===== src/rtl/scard_baud_pkg.sv =====
package scard_baud_pkg;
   // Number of prescaler counter bits needed to reach 4^n - 1 for the largest n
   function automatic int pre_width(input int sel_w);
      return 2 * ((1 << sel_w) - 1);
   endfunction

   // Bit count for a counter that must hold values 0 .. limit
   function automatic int cnt_width(input int limit);
      return (limit < 2) ? 1 : $clog2(limit + 1);
   endfunction

   typedef struct packed {
      logic half_end;
      logic bit_end;
      logic ovs_end;
   } scard_evt_t;
endpackage


===== src/rtl/scard_prescaler.sv =====
module scard_prescaler #(
   parameter int SEL_W = 2
) (
   input  logic             clk,
   input  logic             rst_n,
   input  logic             clear,
   input  logic [SEL_W-1:0] sel,
   output logic             pre_tick
);
   import scard_baud_pkg::*;

   localparam int PRE_W = pre_width(SEL_W);

   logic [PRE_W:0]   span;
   logic [PRE_W-1:0] lim;
   logic [PRE_W-1:0] cnt;

   // 4^sel as a one-hot value, minus one, gives the terminal count
   assign span     = (PRE_W+1)'(1) << {sel, 1'b0};
   assign lim      = PRE_W'(span - (PRE_W+1)'(1));
   assign pre_tick = (cnt == lim);

   always_ff @(posedge clk) begin
      if (!rst_n || clear) begin
         cnt <= '0;
      end else if (pre_tick) begin
         cnt <= '0;
      end else begin
         cnt <= cnt + PRE_W'(1);
      end
   end
endmodule


===== src/rtl/scard_divider.sv =====
module scard_divider #(
   parameter int DIV_W = 8
) (
   input  logic             clk,
   input  logic             rst_n,
   input  logic             clear,
   input  logic             pre_tick,
   input  logic [DIV_W-1:0] div_n,
   output logic             half_end
);
   logic [DIV_W-1:0] cnt;

   assign half_end = pre_tick && (cnt == div_n);

   always_ff @(posedge clk) begin
      if (!rst_n || clear) begin
         cnt <= '0;
      end else if (half_end) begin
         cnt <= '0;
      end else if (pre_tick) begin
         cnt <= cnt + DIV_W'(1);
      end
   end
endmodule


===== src/rtl/scard_bit_seq.sv =====
module scard_bit_seq #(
   parameter int SCK_PER_BIT = 372,
   parameter int OVS         = 16
) (
   input  logic clk,
   input  logic rst_n,
   input  logic clear,
   input  logic half_end,
   output logic sck_q,
   output logic bit_tick,
   output logic ovs_tick
);
   import scard_baud_pkg::*;

   localparam int HALVES = 2 * SCK_PER_BIT;
   localparam int HW     = cnt_width(HALVES - 1);

   logic [HW-1:0] hcnt;
   logic          last_half;

   assign last_half = (hcnt == HW'(HALVES - 1));

   always_ff @(posedge clk) begin
      if (!rst_n || clear) begin
         hcnt     <= '0;
         sck_q    <= 1'b0;
         bit_tick <= 1'b0;
      end else begin
         bit_tick <= half_end && last_half;
         if (half_end) begin
            sck_q <= ~sck_q;
            hcnt  <= last_half ? '0 : hcnt + HW'(1);
         end
      end
   end

   generate
      if (HALVES % OVS == 0) begin : g_even
         localparam int STEP = HALVES / OVS;
         localparam int SW   = cnt_width(STEP - 1);
         logic [SW-1:0] scnt;
         logic          wrap;
         assign wrap = (scnt == SW'(STEP - 1));
         always_ff @(posedge clk) begin
            if (!rst_n || clear) begin
               scnt     <= '0;
               ovs_tick <= 1'b0;
            end else begin
               ovs_tick <= half_end && wrap;
               if (half_end) begin
                  scnt <= wrap ? '0 : scnt + SW'(1);
               end
            end
         end
      end else begin : g_frac
         localparam int AW = cnt_width(HALVES + OVS);
         logic [AW-1:0] acc;
         logic [AW-1:0] sum;
         logic          over;
         assign sum  = acc + AW'(OVS);
         assign over = (sum >= AW'(HALVES));
         always_ff @(posedge clk) begin
            if (!rst_n || clear) begin
               acc      <= '0;
               ovs_tick <= 1'b0;
            end else begin
               ovs_tick <= half_end && over;
               if (half_end) begin
                  acc <= over ? sum - AW'(HALVES) : sum;
               end
            end
         end
      end
   endgenerate
endmodule


===== src/rtl/scard_baud_gen.sv =====
module scard_baud_gen #(
   parameter int DIV_W       = 8,
   parameter int SEL_W       = 2,
   parameter int SCK_PER_BIT = 372,
   parameter int OVS         = 16
) (
   input  logic             clk,
   input  logic             rst_n,
   input  logic [DIV_W-1:0] div_n_i,
   input  logic [SEL_W-1:0] sel_i,
   input  logic             reload_i,
   input  logic             cke_i,
   output logic             bit_tick_o,
   output logic             ovs_tick_o,
   output logic             sck_o
);
   import scard_baud_pkg::*;

   generate
      if (DIV_W < 1) begin : g_bad_div
         $error("DIV_W must be at least 1");
      end
      if (SEL_W < 1 || SEL_W > 3) begin : g_bad_sel
         $error("SEL_W must be 1 to 3");
      end
      if (OVS < 1 || OVS > 2 * SCK_PER_BIT) begin : g_bad_ovs
         $error("OVS must lie between 1 and twice SCK_PER_BIT");
      end
   endgenerate

   logic [DIV_W-1:0] div_q;
   logic [SEL_W-1:0] sel_q;
   scard_evt_t       evt;
   logic             pre_tick;
   logic             sck_q;

   // Settings only take effect when a reload restarts the chain
   always_ff @(posedge clk) begin
      if (!rst_n) begin
         div_q <= '0;
         sel_q <= '0;
      end else if (reload_i) begin
         div_q <= div_n_i;
         sel_q <= sel_i;
      end
   end

   scard_prescaler #(.SEL_W(SEL_W)) u_pre (
      .clk      (clk),
      .rst_n    (rst_n),
      .clear    (reload_i),
      .sel      (sel_q),
      .pre_tick (pre_tick)
   );

   scard_divider #(.DIV_W(DIV_W)) u_div (
      .clk      (clk),
      .rst_n    (rst_n),
      .clear    (reload_i),
      .pre_tick (pre_tick),
      .div_n    (div_q),
      .half_end (evt.half_end)
   );

   scard_bit_seq #(.SCK_PER_BIT(SCK_PER_BIT), .OVS(OVS)) u_seq (
      .clk      (clk),
      .rst_n    (rst_n),
      .clear    (reload_i),
      .half_end (evt.half_end),
      .sck_q    (sck_q),
      .bit_tick (evt.bit_end),
      .ovs_tick (evt.ovs_end)
   );

   assign bit_tick_o = evt.bit_end;
   assign ovs_tick_o = evt.ovs_end;
   assign sck_o      = sck_q & cke_i;
endmodule


===== config.mk =====
export PLATFORM = sky130hd
export DESIGN_NAME = scard_baud_gen
export DESIGN_NICKNAME = d
export VERILOG_FILES = /design/src/rtl/scard_baud_pkg.sv /design/src/rtl/scard_prescaler.sv /design/src/rtl/scard_divider.sv /design/src/rtl/scard_bit_seq.sv /design/src/rtl/scard_baud_gen.sv
export SDC_FILE = /design/constraint.sdc
export NUM_CORES = 1
export LEC_CHECK = 0
export ABC_AREA = 1
export BUFFER_PORTS_ARGS = -buffer_cell sky130_fd_sc_hd__buf_4
export CAP_MARGIN = 20
export CELL_PAD_IN_SITES_DETAIL_PLACEMENT = 0
export CELL_PAD_IN_SITES_GLOBAL_PLACEMENT = 1
export CORE_UTILIZATION = 44
export DETAILED_ROUTE_END_ITERATION = 10
export GPL_TIMING_DRIVEN = 0
export PLACE_DENSITY = 0.83
export REMOVE_ABC_BUFFERS = 1
export SETUP_SLACK_MARGIN = 0.1
export SLEW_MARGIN = 20
export SYNTH_ARGS = -nofsm -noshare
export SYNTH_HDL_FRONTEND = slang
export SYNTH_SLANG_ARGS = --single-unit

===== constraint.sdc =====
create_clock -name clk -period 2.17 [get_ports clk]
set_input_delay 0.434 -clock clk [delete_from_list [all_inputs] [get_ports clk]]
set_output_delay 0.434 -clock clk [all_outputs]
set_load 0.03 [all_outputs]

==> metrics.md <==
| Metric | Value |
|---|---|
| Setup_tns | 0 ps |
| Final wirelength | 5208 µm |
| Share of the yosys chip area belonging to registers | 0.3365 |
| Die Y | 79.13 µm |
| Pwr/cell area | 556.1 nW/µm² |
| Final setup viols | 0 |
| Die W | ~80 µm |
| Area after DPL | between 2000 and 3000 µm² |
| Xor-xnor portion of the synthesized cell area | 0.05975 |
| GRT Total Usage | 0.1867 |
| Largest family of logic cells by synthesized area | simple AND/OR/NAND/NOR gates |
| Clk root buf | clkbuf_8 |
| Logic pwr share | 0.122 |
| Vias | 2,270 |
| Met2 WL | 2363 µm |
| Antenna cells | 0 |
| Required @ worst endpoint | 2370 ps |
| Switching Share | 0.2739 |
| H-tree depth | 2 |
| Synth Register Bits | 44 |
| Worst-path cell chain | nand2_1, o21ai_2, nand3_4, inv_2, nand2_8, nand2_2, nand2_1, o21a_1 |
| Highest metal used | met4 |
| Max Freq | 532.9 MHz |
| Synth Cell Area | 2618 µm² |
| Hold_ws | 353.2 ps |
| Total leakage power | ~1.2 nW |
| CTS tree | done |
| Clk buf depth | 2 |
| Initial Util | 0.4668 |
| Commonest non-fill, non-tap cell in the layout | nand2_1 |
| Final slew viol count | 0 |
| DR vias/cell | between 4 and 5 |
| Clk Latency, worst-skew pair | roughly 300 ps |
| Clock skew | 3.178 ps |
| Seq pwr share | 0.536 |
| GP Congestion | 0.8156 |
| Cell Int Power | 1.157 mW |
| Post-Synth Simple-Gate Area | 0.3690 |
| NumNets Final | slightly above 400 |
| Top cell by count, worst path | nand2_1 |
| FF+latch area | a little under 900 µm² |
| Share of layout cells above drive strength 1 | 0.1362 |
| Vias in the first global route | around 2,000 |
| Post-route DRC violation count | 0 |
| Post-synth cell types | 35 |
| Most frequent cells in the layout | nand2_1 (96), inv_1 (44), dfxtp_1 (43), nor2_1 (35), a21oi_1 (29) |
| Wire length on met3 | 162 µm |
| Pin count of the biggest net entering global routing | 20 |
| Synth Area in Compound Gates | 0.1013 |
| Syn avg cell area | around 7.0 µm² |
| Ys Warns | 0 |
| Crit path largest cell delay | 470 ps |
| Area of the multi-input gates | 1488 µm² |
| Routed wire per std cell | between 10 and 15 µm |
| Post-CTS Setup Bufs | 0 |
| CP arrival | 2070 ps |
| Setup crit start kind | flop |
| Kind of end point of the critical path | flop |
| RSZ-0062 raised after global routing | no |
| Final instance area | roughly 2900 µm² |
| Hold Buf Count CTS | 0 |
| Status | completed |
| I/O Pins | 17 |
| Met1 WL | 2607 µm |
| Antenna violations before repair | 0 |
| Synth Area in Adders | 0.03824 |
| Max Cap Violations | 0 |
| Net Sw Power | 0.4363 mW |
| Crit path max-delay cell type | dfxtp_1 |
| Post-synthesis mux area share | 0 |
| Clk slew on worst S/H paths | 90 ps |
| Max-slew headroom | 0.5585 |
| Fin crit period | around 1900 ps |
| Die ar. | roughly 6300 µm² |
| Cells after Synth | 373 |
| Estimated wirelength of the detail-placed design | 3715 µm |
| Global route total overflow | 0 |
| Area grow syn2layout | 9.417% |
| Final Total Pwr | 1.593 mW |
| Final hold vios | 0 |
| First-pass GRT wire length | 9218 µm |
| Power share of the clock group | 0.342 |
| Iter 0 DRT Violations | 75 |
| # fillers | roughly 600 |
| VDD IR-drop max | 0.0003228 V |
| Core area | 5608 µm² |
| Num rows | 27 |
| IO buf count | 16 |
| First-pass iteration count of the detailed router | 4 |
| Hold Path Class | in2reg |
| Largest fanout on the critical path | 19 |
| Antenna Violating Nets Remaining | 0 |
| CTS Buf Count | 5 |
| Slew @ Worst Pin | between 600 and 700 ps |
| Setup CP Type | reg2reg |
| Clk sink count | 44 |
| Final worst path period share | 0.8647 |
-- power by group through the flow --
stage	clock network, mW	logic (mW)	registers, mW
5_1_grt	0.611	0.221	0.859
6_report	0.545	0.194	0.854
4_1_cts	0.577	0.198	0.855
3_3_place_gp	0	0.195	0.872
3_5_place_dp	0	0.197	0.873
2_1_floorplan	0	0.141	0.867
-- kinds of logic after synthesis --
family          count (synthesis)
simple gates                  195
buf+inv                        59
compound gates                 50
flops                          44
xor+xnor                       17
fa+ha+maj                       8
-- layout make-up --
cell class	count	share of cell area
Multi-Input combinational cell	270	0.5194
Sequential cell	44	0.3080
Inverter	51	0.06684
Timing Repair Buffer	16	0.04194
Tap cell	72	0.03145
Clock buffer	6	0.02883
Clock inverter	2	0.003495
-- per-layer routing --
| metal | up-vias | GRT usage |
|---|---|---|
| met5 | - | 0 |
| met1 | 1012 | 0.2417 |
| met4 | 0 | 0.06545 |
| met3 | 5 | 0.03908 |
| met2 | 33 | 0.3052 |
| li1 | 1220 | - |
-- cell usage after synthesis, drive strengths merged --
cell type / number / area share
nand4: 9 / 0.022
clkbuf: 3 / 0.0048
a21o: 1 / 0.0029
nand2: 101 / 0.16
nand3: 24 / 0.055
buf: 5 / 0.017
dfxtp: 44 / 0.34
o21a: 1 / 0.0029
o21ai: 18 / 0.037
nor3: 10 / 0.027
inv: 50 / 0.072
xnor2: 4 / 0.013
xor2: 13 / 0.046
nand3b: 6 / 0.017
a21boi: 1 / 0.0029
ha: 8 / 0.038
clkinv: 1 / 0.0014
nor2: 42 / 0.078
nor4: 3 / 0.013
a21oi: 29 / 0.055
-- worst max-delay path: cells and delay by family (launching register included) --
family                 cells  cell delay, ps
AOI/OAI and AO/OA          2             300
buffers and inverters      1             210
DFF                        1             470
and+or+nand+nor            5             790
-- repair_timing --
item                                    4_1_cts  5_1_grt
endpoints found under the setup margin        0        4
resized for setup                             0        1
endpoints found under the hold margin         0        0
-- sequential cells by signal, summed over array words and instances, names as in the netlist --
| name | cells |
|---|---|
| u_seq.g_frac.acc | 7 |
| u_div.cnt | 8 |
| u_pre.cnt | 6 |
| u_seq.sck_q | 1 |
| div_q | 8 |
| u_seq.ovs_tick | 1 |
| sel_q | 2 |
| u_seq.bit_tick | 1 |
| u_seq.hcnt | 10 |
-- worst paths after layout --
kind | slack (ps) | endpoint | cells past startpoint | start
worst max-delay path | 290 | u_seq.sck_q | 8 | u_pre.cnt[0]
worst min-delay path | 350 | div_q[2] | 3 | div_n_i[2]
worst max register to register | 290 | u_seq.sck_q | 8 | u_pre.cnt[0]
worst min register to register | 480 | div_q[3] | 2 | div_q[3]
-- through the flow --
step	setup WS [ps]	cells	util
floorplan	527.1	365	-
global placement	276.4	453	0.4940
detailed placement	270.4	453	0.4940
CTS	247.7	461	0.5105
global route	133.5	461	0.5107
finish	293.6	461	0.5107
No activity file was read; power rests on OpenSTA's default activity.
